`src/rtl/tdvs_pkg.sv`:
```
package tdvs_pkg;

    localparam int              LFSR_W    = 16;
    localparam logic [LFSR_W-1:0] LFSR_TAPS = 16'hB400;
    localparam logic [LFSR_W-1:0] LFSR_SEED = 16'hACE1;

    typedef enum logic [1:0] {
        MC_NONE = 2'd0,
        MC_ALL  = 2'd1,
        MC_SOME = 2'd2
    } match_case_e;

    function automatic logic [LFSR_W-1:0] lfsr_step(input logic [LFSR_W-1:0] s);
        return {1'b0, s[LFSR_W-1:1]} ^ (s[0] ? LFSR_TAPS : '0);
    endfunction

endpackage

```
`src/rtl/tdvs_lfsr.sv`:
```
module tdvs_lfsr
    import tdvs_pkg::*;
(
    input  logic              clk,
    input  logic              rst,
    input  logic              adv_i,
    output logic [LFSR_W-1:0] state_o
);
    logic [LFSR_W-1:0] state_q;

    always_ff @(posedge clk) begin
        if (rst)        state_q <= LFSR_SEED;
        else if (adv_i) state_q <= lfsr_step(state_q);
    end

    assign state_o = state_q;
endmodule

```
`src/rtl/tdvs_lru_rows.sv`:
```
module tdvs_lru_rows #(
    parameter int ROWS = 16,
    parameter int COLS = 8
) (
    input  logic                               clk,
    input  logic                               rst,
    input  logic                               upd_valid,
    input  logic [$clog2(ROWS)-1:0]            upd_row,
    input  logic [$clog2(COLS)-1:0]            upd_col,
    output logic [ROWS*COLS*$clog2(COLS)-1:0]  ranks_o
);
    localparam int ROW_W    = $clog2(ROWS);
    localparam int RANK_W   = $clog2(COLS);
    localparam int ROW_BITS = COLS * RANK_W;

    for (genvar r = 0; r < ROWS; r++) begin : g_row
        logic [ROW_BITS-1:0] row_q;
        logic [RANK_W-1:0]   hit_rank;

        assign hit_rank = row_q[int'(upd_col)*RANK_W +: RANK_W];

        always_ff @(posedge clk) begin
            if (rst) begin
                for (int c = 0; c < COLS; c++)
                    row_q[c*RANK_W +: RANK_W] <= RANK_W'(c);
            end else if (upd_valid && upd_row == ROW_W'(r)) begin
                for (int c = 0; c < COLS; c++) begin
                    if (upd_col == RANK_W'(c))
                        row_q[c*RANK_W +: RANK_W] <= '0;
                    else if (row_q[c*RANK_W +: RANK_W] < hit_rank)
                        row_q[c*RANK_W +: RANK_W] <= row_q[c*RANK_W +: RANK_W] + 1'b1;
                end
            end
        end

        assign ranks_o[r*ROW_BITS +: ROW_BITS] = row_q;
    end
endmodule

```
`src/rtl/tdvs_row_pick.sv`:
```
module tdvs_row_pick #(
    parameter int ROWS = 16
) (
    input  logic [ROWS-1:0]         elig_i,
    input  logic [$clog2(ROWS)-1:0] start_i,
    output logic [$clog2(ROWS)-1:0] row_o
);
    localparam int ROW_W = $clog2(ROWS);

    logic [ROW_W-1:0] idx;
    logic             found;

    always_comb begin
        row_o = start_i;
        found = 1'b0;
        idx   = '0;
        for (int k = 0; k < ROWS; k++) begin
            idx = start_i + ROW_W'(k);
            if (!found && elig_i[idx]) begin
                row_o = idx;
                found = 1'b1;
            end
        end
    end
endmodule

```
`src/rtl/tdvs_col_pick.sv`:
```
module tdvs_col_pick #(
    parameter int COLS = 8
) (
    input  logic [COLS-1:0]               mask_i,
    input  logic [COLS*$clog2(COLS)-1:0]  ranks_i,
    output logic [$clog2(COLS)-1:0]       col_o
);
    localparam int RANK_W = $clog2(COLS);

    logic [RANK_W-1:0] best;
    logic              found;

    always_comb begin
        col_o = '0;
        best  = '0;
        found = 1'b0;
        for (int c = 0; c < COLS; c++) begin
            if (mask_i[c] && (!found || ranks_i[c*RANK_W +: RANK_W] > best)) begin
                best  = ranks_i[c*RANK_W +: RANK_W];
                col_o = RANK_W'(c);
                found = 1'b1;
            end
        end
    end
endmodule

```
`src/rtl/tdvs_victim_sel.sv`:
```
module tdvs_victim_sel
    import tdvs_pkg::*;
#(
    parameter int ROWS = 16,
    parameter int COLS = 8
) (
    input  logic                    clk,
    input  logic                    rst,
    input  logic                    miss_req,
    input  logic [ROWS*COLS-1:0]    match_map,
    input  logic                    upd_valid,
    input  logic [$clog2(ROWS)-1:0] upd_row,
    input  logic [$clog2(COLS)-1:0] upd_col,
    output logic                    vict_valid,
    output logic [$clog2(ROWS)-1:0] vict_row,
    output logic [$clog2(COLS)-1:0] vict_col
);
    localparam int ROW_W    = $clog2(ROWS);
    localparam int RANK_W   = $clog2(COLS);
    localparam int ROW_BITS = COLS * RANK_W;

    logic [LFSR_W-1:0]        lfsr;
    logic [ROWS*ROW_BITS-1:0] ranks;
    logic [COLS-1:0]          col_hit;
    logic [ROWS-1:0]          row_hit;
    logic [ROWS-1:0]          elig;
    match_case_e              mcase;
    logic [ROW_W-1:0]         pick_row;
    logic [COLS-1:0]          row_match;
    logic [COLS-1:0]          col_mask;
    logic [ROW_BITS-1:0]      row_ranks;
    logic [RANK_W-1:0]        pick_col;

    tdvs_lfsr u_lfsr (
        .clk     (clk),
        .rst     (rst),
        .adv_i   (miss_req),
        .state_o (lfsr)
    );

    tdvs_lru_rows #(.ROWS(ROWS), .COLS(COLS)) u_lru (
        .clk       (clk),
        .rst       (rst),
        .upd_valid (upd_valid),
        .upd_row   (upd_row),
        .upd_col   (upd_col),
        .ranks_o   (ranks)
    );

    for (genvar r = 0; r < ROWS; r++) begin : g_rowhit
        assign row_hit[r] = |match_map[r*COLS +: COLS];
    end

    always_comb begin
        col_hit = '0;
        for (int r = 0; r < ROWS; r++)
            col_hit = col_hit | match_map[r*COLS +: COLS];
    end

    always_comb begin
        if (col_hit == '0)  mcase = MC_NONE;
        else if (&col_hit)  mcase = MC_ALL;
        else                mcase = MC_SOME;
    end

    assign elig = (mcase == MC_ALL) ? row_hit : '1;

    tdvs_row_pick #(.ROWS(ROWS)) u_row (
        .elig_i  (elig),
        .start_i (lfsr[ROW_W-1:0]),
        .row_o   (pick_row)
    );

    assign row_match = match_map[int'(pick_row)*COLS +: COLS];
    assign row_ranks = ranks[int'(pick_row)*ROW_BITS +: ROW_BITS];

    always_comb begin
        case (mcase)
            MC_ALL:  col_mask = row_match;
            MC_SOME: col_mask = ~col_hit;
            default: col_mask = '1;
        endcase
    end

    tdvs_col_pick #(.COLS(COLS)) u_col (
        .mask_i  (col_mask),
        .ranks_i (row_ranks),
        .col_o   (pick_col)
    );

    always_ff @(posedge clk) begin
        if (rst) begin
            vict_valid <= 1'b0;
            vict_row   <= '0;
            vict_col   <= '0;
        end else begin
            vict_valid <= miss_req;
            if (miss_req) begin
                vict_row <= pick_row;
                vict_col <= pick_col;
            end
        end
    end
endmodule

```
`config.mk`:
```
export PLATFORM = sky130hd
export DESIGN_NAME = tdvs_victim_sel
export DESIGN_NICKNAME = d
export VERILOG_FILES = /design/src/rtl/tdvs_pkg.sv /design/src/rtl/tdvs_lfsr.sv /design/src/rtl/tdvs_lru_rows.sv /design/src/rtl/tdvs_row_pick.sv /design/src/rtl/tdvs_col_pick.sv /design/src/rtl/tdvs_victim_sel.sv
export SDC_FILE = /design/constraint.sdc
export NUM_CORES = 2
export LEC_CHECK = 0
export ABC_AREA = 1
export BUFFER_PORTS_ARGS = -buffer_cell sky130_fd_sc_hd__buf_2
export CORE_MARGIN = 2
export CORE_UTILIZATION = 29
export DETAILED_ROUTE_END_ITERATION = 6
export HOLD_SLACK_MARGIN = 0.15
export SLEW_MARGIN = 20
export SYNTH_ARGS = -nofsm -noshare
export SYNTH_HDL_FRONTEND = slang
export SYNTH_SLANG_ARGS = --single-unit
```
`constraint.sdc`:
```
create_clock -name clk -period 11.3 [get_ports clk]
set_input_delay 0.565 -clock clk [delete_from_list [all_inputs] [get_ports clk]]
set_output_delay 0.565 -clock clk [all_outputs]
set_load 0.03 [all_outputs]
```
## After elaboration in Yosys (flattened, before gate mapping)

Index checks and enable logic that the tools add are counted.

- Word-level logic and storage cells: 1,174
- Register bits after elaboration: 408

- Shifts and indexed selects: 18
- $mul: 2
- Reductions and logical operators: 343
- Order comparisons: 151
- Bitwise logic cells: 17
- Add/subtract/negate cells: 143
- Equality and inequality tests: 24
- Muxes and demuxes: 344

Operators with widths:

| kind | count |
|---|---|
| $mux 3 | 267 |
| $shiftx 24x32->3 | 15 |
| $add 3x1->3 const B | 128 |
| $lt 3x3->1 | 128 |
| $shiftx 384x10->24 | 1 |
| $reduce_and 2->1 | 128 |
| $reduce_bool 2->1 | 128 |
| $reduce_or 8->1 | 16 |
| $shiftx 128x8->8 | 1 |
| $or 8x8->8 | 15 |
| $lt 4x5->1 const B | 16 |
| $bmux 1 s4 | 16 |
| $mux 4 | 15 |
| $mux 1 | 39 |
| $logic_and 1x1->1 | 38 |
| $add 4x4->4 const B | 8 |
| $eq 4x4->1 const B | 8 |
| $mux 16 | 2 |
| $shiftx 24x6->3 | 1 |
| $logic_not 1->1 | 22 |
| $gt 3x3->1 | 7 |
| $add 4x3->4 const B | 4 |
| $eq 4x3->1 const B | 4 |
| $pmux 8 s2 | 1 |
| other kinds (19) | 34 |

## Longest topological paths before layout

- Depth after elaboration: 99
- Gate-level depth with buffers: 101
- Mapped depth without buffers: 100

## Cells and area by module

Synthesis repeated with hierarchy kept, for this count alone.

- Cell total of the unflattened synthesis: 6,452
- Area total of the unflattened synthesis: 39,590.5 um^2

By module, submodules not included:

| module | cells each | times used | area an instance (um^2) | sequential area each (um^2) |
|---|---|---|---|---|
| tdvs_lru_rows | 4,641 | 1 | 30,190.2 | 7,687.4 |
| tdvs_victim_sel | 1,189 | 1 | 5,969.5 | 160.2 |
| tdvs_row_pick | 373 | 1 | 1,856.8 | 0.0 |
| tdvs_col_pick | 169 | 1 | 932.1 | 0.0 |
| tdvs_lfsr | 80 | 1 | 641.9 | 320.3 |

## Worst setup path after synthesis

No wires, ideal clock.

- Path type: reg-to-reg
- From: register u_lfsr.state_q[0], in the netlist u_lfsr.state_o[0]
- To: register vict_col[1]
- Required time: 11.183 ns
- Stages on the path, launching flop included: 91
- Arrival time: 10.463 ns
- Slack: 0.720 ns
- Path buffers: 8
- Cells stage by stage: dfxtp_1 > buf_2 > inv_1 > clkbuf_1 > buf_2 > ha_1 > buf_2 > inv_1 > clkbuf_1 > o21ai_1 > nand2_1 > nand2_1 > nand2_1 > nand2_2 > nor2_4 > buf_6 > nand4_4 > nor2_1 > [... 55 more ...] > and2_1 > ha_1 > nand2_1 > o21ai_0 > nand2_1 > nand2_1 > nand2_2 > or2_0 > nand2_1 > ha_1 > a21oi_1 > o21ai_0 > nand2_1 > nand2_1 > nand2_1 > nand3_1 > nor2_1 > nor2_1

- Word-level cells in the longest chain between the ends: 79
- Elaborated cells between the ends (all ways): 159
- Those cells by class: add/sub: 15; mul: 1; order compare: 7; shift: 2; mux: 83; reduce/logical: 51

Ends and longest elaborated chain:

| what | RTL line | source |
|---|---|---|
| start, declared | tdvs_lfsr.sv:9 | `logic [LFSR_W-1:0] state_q;` |
| start signal, assigned | tdvs_lfsr.sv:13 | `else if (adv_i) state_q <= lfsr_step(state_q);` |
| branches (longest 47 deep; another with $add 4x1->4) | -- |  |
| $mux 4 * | tdvs_row_pick.sv:19 | `if (!found && elig_i[idx]) begin` |
| $mul 4x2->6 or $shiftx 128x8->8 (tied branches) | tdvs_victim_sel.sv:75, tdvs_victim_sel.sv:74 |  |
| $shiftx 384x10->24 or $pmux 8 s2 (tied branches) | tdvs_victim_sel.sv:75, tdvs_victim_sel.sv:78 |  |
| $mux 3 or $mux 1 (tied branches) | tdvs_col_pick.sv:18 | `if (mask_i[c] && (!found \|\| ranks_i[c*RANK_W +: RANK_W] > best)) begin` |
| $gt 3x3->1 or $logic_not 1->1 (tied branches) | tdvs_col_pick.sv:18 |  |
| $logic_or 1x1->1 | tdvs_col_pick.sv:18 |  |
| $logic_and 1x1->1 | tdvs_col_pick.sv:18 |  |
| [... 17 more ...] | -- |  |
| $gt 3x3->1 or $logic_not 1->1 (tied branches) | tdvs_col_pick.sv:18 |  |
| $logic_or 1x1->1 | tdvs_col_pick.sv:18 |  |
| $logic_and 1x1->1 | tdvs_col_pick.sv:18 |  |
| $mux 3 or $mux 1 (tied branches) | tdvs_col_pick.sv:18 |  |
| $gt 3x3->1 or $logic_not 1->1 (tied branches) | tdvs_col_pick.sv:18 |  |
| $logic_or 1x1->1 | tdvs_col_pick.sv:18 |  |
| $logic_and 1x1->1 | tdvs_col_pick.sv:18 |  |
| $mux 3 * | tdvs_col_pick.sv:18 |  |
| end signal, assigned | tdvs_victim_sel.sv:100 | `vict_col <= pick_col;` |
| end, declared | tdvs_victim_sel.sv:16 | `output logic [$clog2(COLS)-1:0] vict_col` |

Mark *: on every way between the ends. The select of a mux whose other input is x is not followed.
A chain may end at the register's enable or synchronous reset.

## Worst setup path in the final report

- From: input match_map[68]
- To: register vict_col[2]

- Word-level cells in the longest chain between the ends: 92
- Elaborated cells between the ends (all ways): 159
- Those cells by class: mul: 1; order compare: 7; eq/ne: 2; shift: 2; mux: 84; bitwise: 9; reduce/logical: 54

Ends and longest elaborated chain:

| what | RTL line | source |
|---|---|---|
| start, declared | tdvs_victim_sel.sv:10 | `input logic [ROWS*COLS-1:0] match_map,` |
| $or 8x8->8 (8 in series) | tdvs_victim_sel.sv:57 | `col_hit = col_hit \| match_map[r*COLS +: COLS];` |
| $reduce_and 8->1 | tdvs_victim_sel.sv:62 | `else if (&col_hit) mcase = MC_ALL;` |
| $mux 2 | tdvs_victim_sel.sv:62 |  |
| $mux 2 | tdvs_victim_sel.sv:61 | `if (col_hit == '0) mcase = MC_NONE;` |
| $eq 2x1->1 | tdvs_victim_sel.sv:66, tdvs_victim_sel.sv:78 |  |
| $mux 16 | tdvs_victim_sel.sv:66 | `assign elig = (mcase == MC_ALL) ? row_hit : '1;` |
| $bmux 1 s4 | tdvs_row_pick.sv:19 |  |
| $mux 1 (not written as such) | tdvs_row_pick.sv:19 |  |
| [... 69 more ...] | -- |  |
| $gt 3x3->1 or $logic_not 1->1 (tied branches) | tdvs_col_pick.sv:18 |  |
| $logic_or 1x1->1 | tdvs_col_pick.sv:18 |  |
| $logic_and 1x1->1 | tdvs_col_pick.sv:18 |  |
| $mux 3 or $mux 1 (tied branches) | tdvs_col_pick.sv:18 |  |
| $gt 3x3->1 or $logic_not 1->1 (tied branches) | tdvs_col_pick.sv:18 |  |
| $logic_or 1x1->1 | tdvs_col_pick.sv:18 |  |
| $logic_and 1x1->1 | tdvs_col_pick.sv:18 |  |
| $mux 3 * | tdvs_col_pick.sv:18 |  |

Every way passes the cells marked *; elsewhere a longest branch is shown, timed or not. The select of a mux whose other input is x is not followed.

==> reports/qor.yml <==
powerDensity_nw_per_um2: 154
crit_buf_inv: 12
r2r_end: "vict_col[2]"
fmax_mhz: 91.8
synth_ff_type: "dfxtp_1"
placed_cells: 7538
design_area_um2: 44300
synth_most_common_cell: "nand2_1"
clk_latency_ps: 620
grt_antenna_before_repair: 6
synth_edf_count: 0
path_clk_slew_ps: 60
cts_root_buf: "clkbuf_16"
htreeDepth: 2
clock-sinks: 408
vdd_drop_max_v: 0.000232
ff2ff_setup_slack_ps: 470
grt_pass1_vias: 38000
report.final.slew_viol_count: 0
outcome: "completed"
grt_max_degree: 148
start_kind: "input pin"
endpoint_kind: "flip-flop"
portBuffers: 146
min_from: "u_lfsr.state_o[7]"
slew_headroom_pct: 27.2
via_per_inst: 5.40
finalCriticalPeriod_ps: 10900
holdPathEnd: "u_lfsr.state_o[7]"
reg2reg_from: "u_lfsr.state_o[1]"
rows: 129
io_pins: 147
drc: 0
clk_path_buf_depth: 3
hpwl_um: 113000
slowest_delay_ps: 280
rsz0062_at_grt: "yes"
wl_per_cell_um: 20.1
fp.dieH_um: 358
area_growth_pct: 22.1
synth_cells: 5533
grt_usage_pct: 23.0
cp_num_cells: 95
synthTopCellsByArea: "dfxtp_1 (23%), ha_1 (14%), nand2_1 (11%)"
cts_tree: "done"
start_util_pct: 29.3
crit_arrival_ps: 11420
synth_top_cell_by_area: "dfxtp_1"
fin_util_pct: 35.8
drive_above_1_share_pct: 15.6
placeableCoreArea_um2: 124000
gp_congestion: 0.978
min_path_cells: 2
critPathTopFamily: "simple AND/OR/NAND/NOR gates"
die_x_um: 358
crit_fanout: 10
worst_pin_slew_ps: 1090
dpl-instance-area_um2: 41700
cts_made_buffers: 48
syn_area_um2: 36300
synth_warnings: 0
netlist.area_leader.share_pct: 22.5
period_share_pct: 96.4
ant_nets: 0
cpMostUsedCell: "nand2_1"
synth_seq_cells: 408
p_leak_nw: 20.7
wirelength_um: 154000
skew_ps: 25.9
maxCapViolations: 0
postCtsHoldBufs: 0
slowest_stage: "ha_4"
synth-seq-area-share_pct: 22.5
path_class: "input pin to flip-flop"
reg2regPathDepth: 88
hold_viol: 0
async_reset_ff_share_pct: 0
hp-class: "flip-flop to flip-flop"
syn-num-nets: 6084
ys_top_cells_by_count: "nand2_1 (1,044), inv_1 (647), o21ai_0 (555)"
nets: 6534
finalNonFillerCells: 7657
drtPass1Iterations: 6
dieArea_um2: 128000
setup_violations: 0
required_ps: 11820
synth_area_per_cell_um2: 6.56
globalRouteOverflowTotal: 0
final.setup.tns_ps: 0
grt_pass1_wl_um: 230000
diodes: 0
drt_iter0_markers: 4320
synth_cell_types: 68
vias: 41400
[worst min-delay path, cell delays in order (launching register included)]
cell	delay, ps
dfxtp_1	320
nand2_1	50
nand3_1	50
[flip-flops by register name (all words and copies together), names as in the netlist]
name and count:
vict_row 4, vict_valid 1, u_lfsr.state_o 16, u_lru.g_row.row_q 384
vict_col 3
[metrics by stage]
stage / setup WS, ps / total power, W / hold WS (ps)
after floorplan: 720 / 0.00332 / 429
after global placement: -713 / 0.00459 / 440
after detailed placement: -732 / 0.00459 / 444
after CTS: 12.8 / 0.00628 / 460
after global routing: -358 / 0.00727 / 500
final: 401 / 0.00684 / 458
[how the worst max path moves through the flow]
stage	start	end	slack (ps)
CTS	match_map[116]	vict_col[1]	10
global placement	match_map[86]	vict_col[1]	-710
finish	match_map[68]	vict_col[2]	400
detailed placement	match_map[116]	vict_col[1]	-730
floorplan	u_lfsr.state_o[0]	vict_col[1]	720
global route	match_map[68]	vict_col[1]	-360
[placed cells by master, fill, tap and decap left out, types with 12 or more instances in the layout]
master,n
a211o_1,13
a211oi_1,96
a21o_1,36
a21oi_1,371
a221oi_1,30
a22oi_1,15
a31oi_1,32
buf_12,24
buf_2,145
buf_4,488
buf_6,12
clkbuf_16,54
clkinv_2,15
dfxtp_1,408
ha_1,399
ha_4,13
inv_1,636
inv_2,23
nand2_1,1012
nand2_2,44
nand2_4,13
nand3_1,355
nand3_2,27
nand4_1,67
nor2_1,508
nor2_2,12
nor3_1,39
nor4_1,15
o2111ai_1,19
o211ai_1,135
o21a_1,14
o21ai_0,537
o21ai_1,79
o221ai_1,26
o22ai_1,84
o32ai_1,16
xor2_1,65
[kinds of logic after synthesis]
family | count (synthesis) | synth area share, %
muxes | 4 | 0.114
DFF | 408 | 22.5
and+or+nand+nor | 2137 | 25.1
AOI/OAI and AO/OA | 1556 | 25.5
xor gates and xnor gates | 71 | 1.71
buffers and inverters | 945 | 10.9
adders and majority gates | 412 | 14.2
[routing by layer]
metal | GRT usage, % | up-vias | part of all wire, %
met2 | 37.1 | 1823 | 44
met1 | 30.5 | 19200 | 43
li1 | - | 19900 | -
met5 | 0 | - | 0.056
met4 | 10.1 | 12 | 4.9
met3 | 3.33 | 387 | 8.1
[area by class of cell]
type                            instances  area (µm²)
Inverter                              667        2510
Multi-Input combinational cell       4182       24800
Timing Repair Buffer                  676        5160
Fill cell                           13300       79600
Tap cell                             1637        2050
Sequential cell                       408        8170
Clock inverter                         24         282
Clock buffer                           63        1350
[what timing repair did]
action                                  CTS  global route
cloned                                    1             6
pin swaps                                 2            58
endpoints found under the setup margin    3             3
setup buffers                             1            24
gates resized for setup                   3           141
[report_power, final]
part	switching, W	internal (W)	leakage [nW]
registers	0.0000312	0.00147	3.31
logic	0.00207	0.00160	16.6
clock network	0.000705	0.000975	0.807
(Power assumes the default switching activity.)
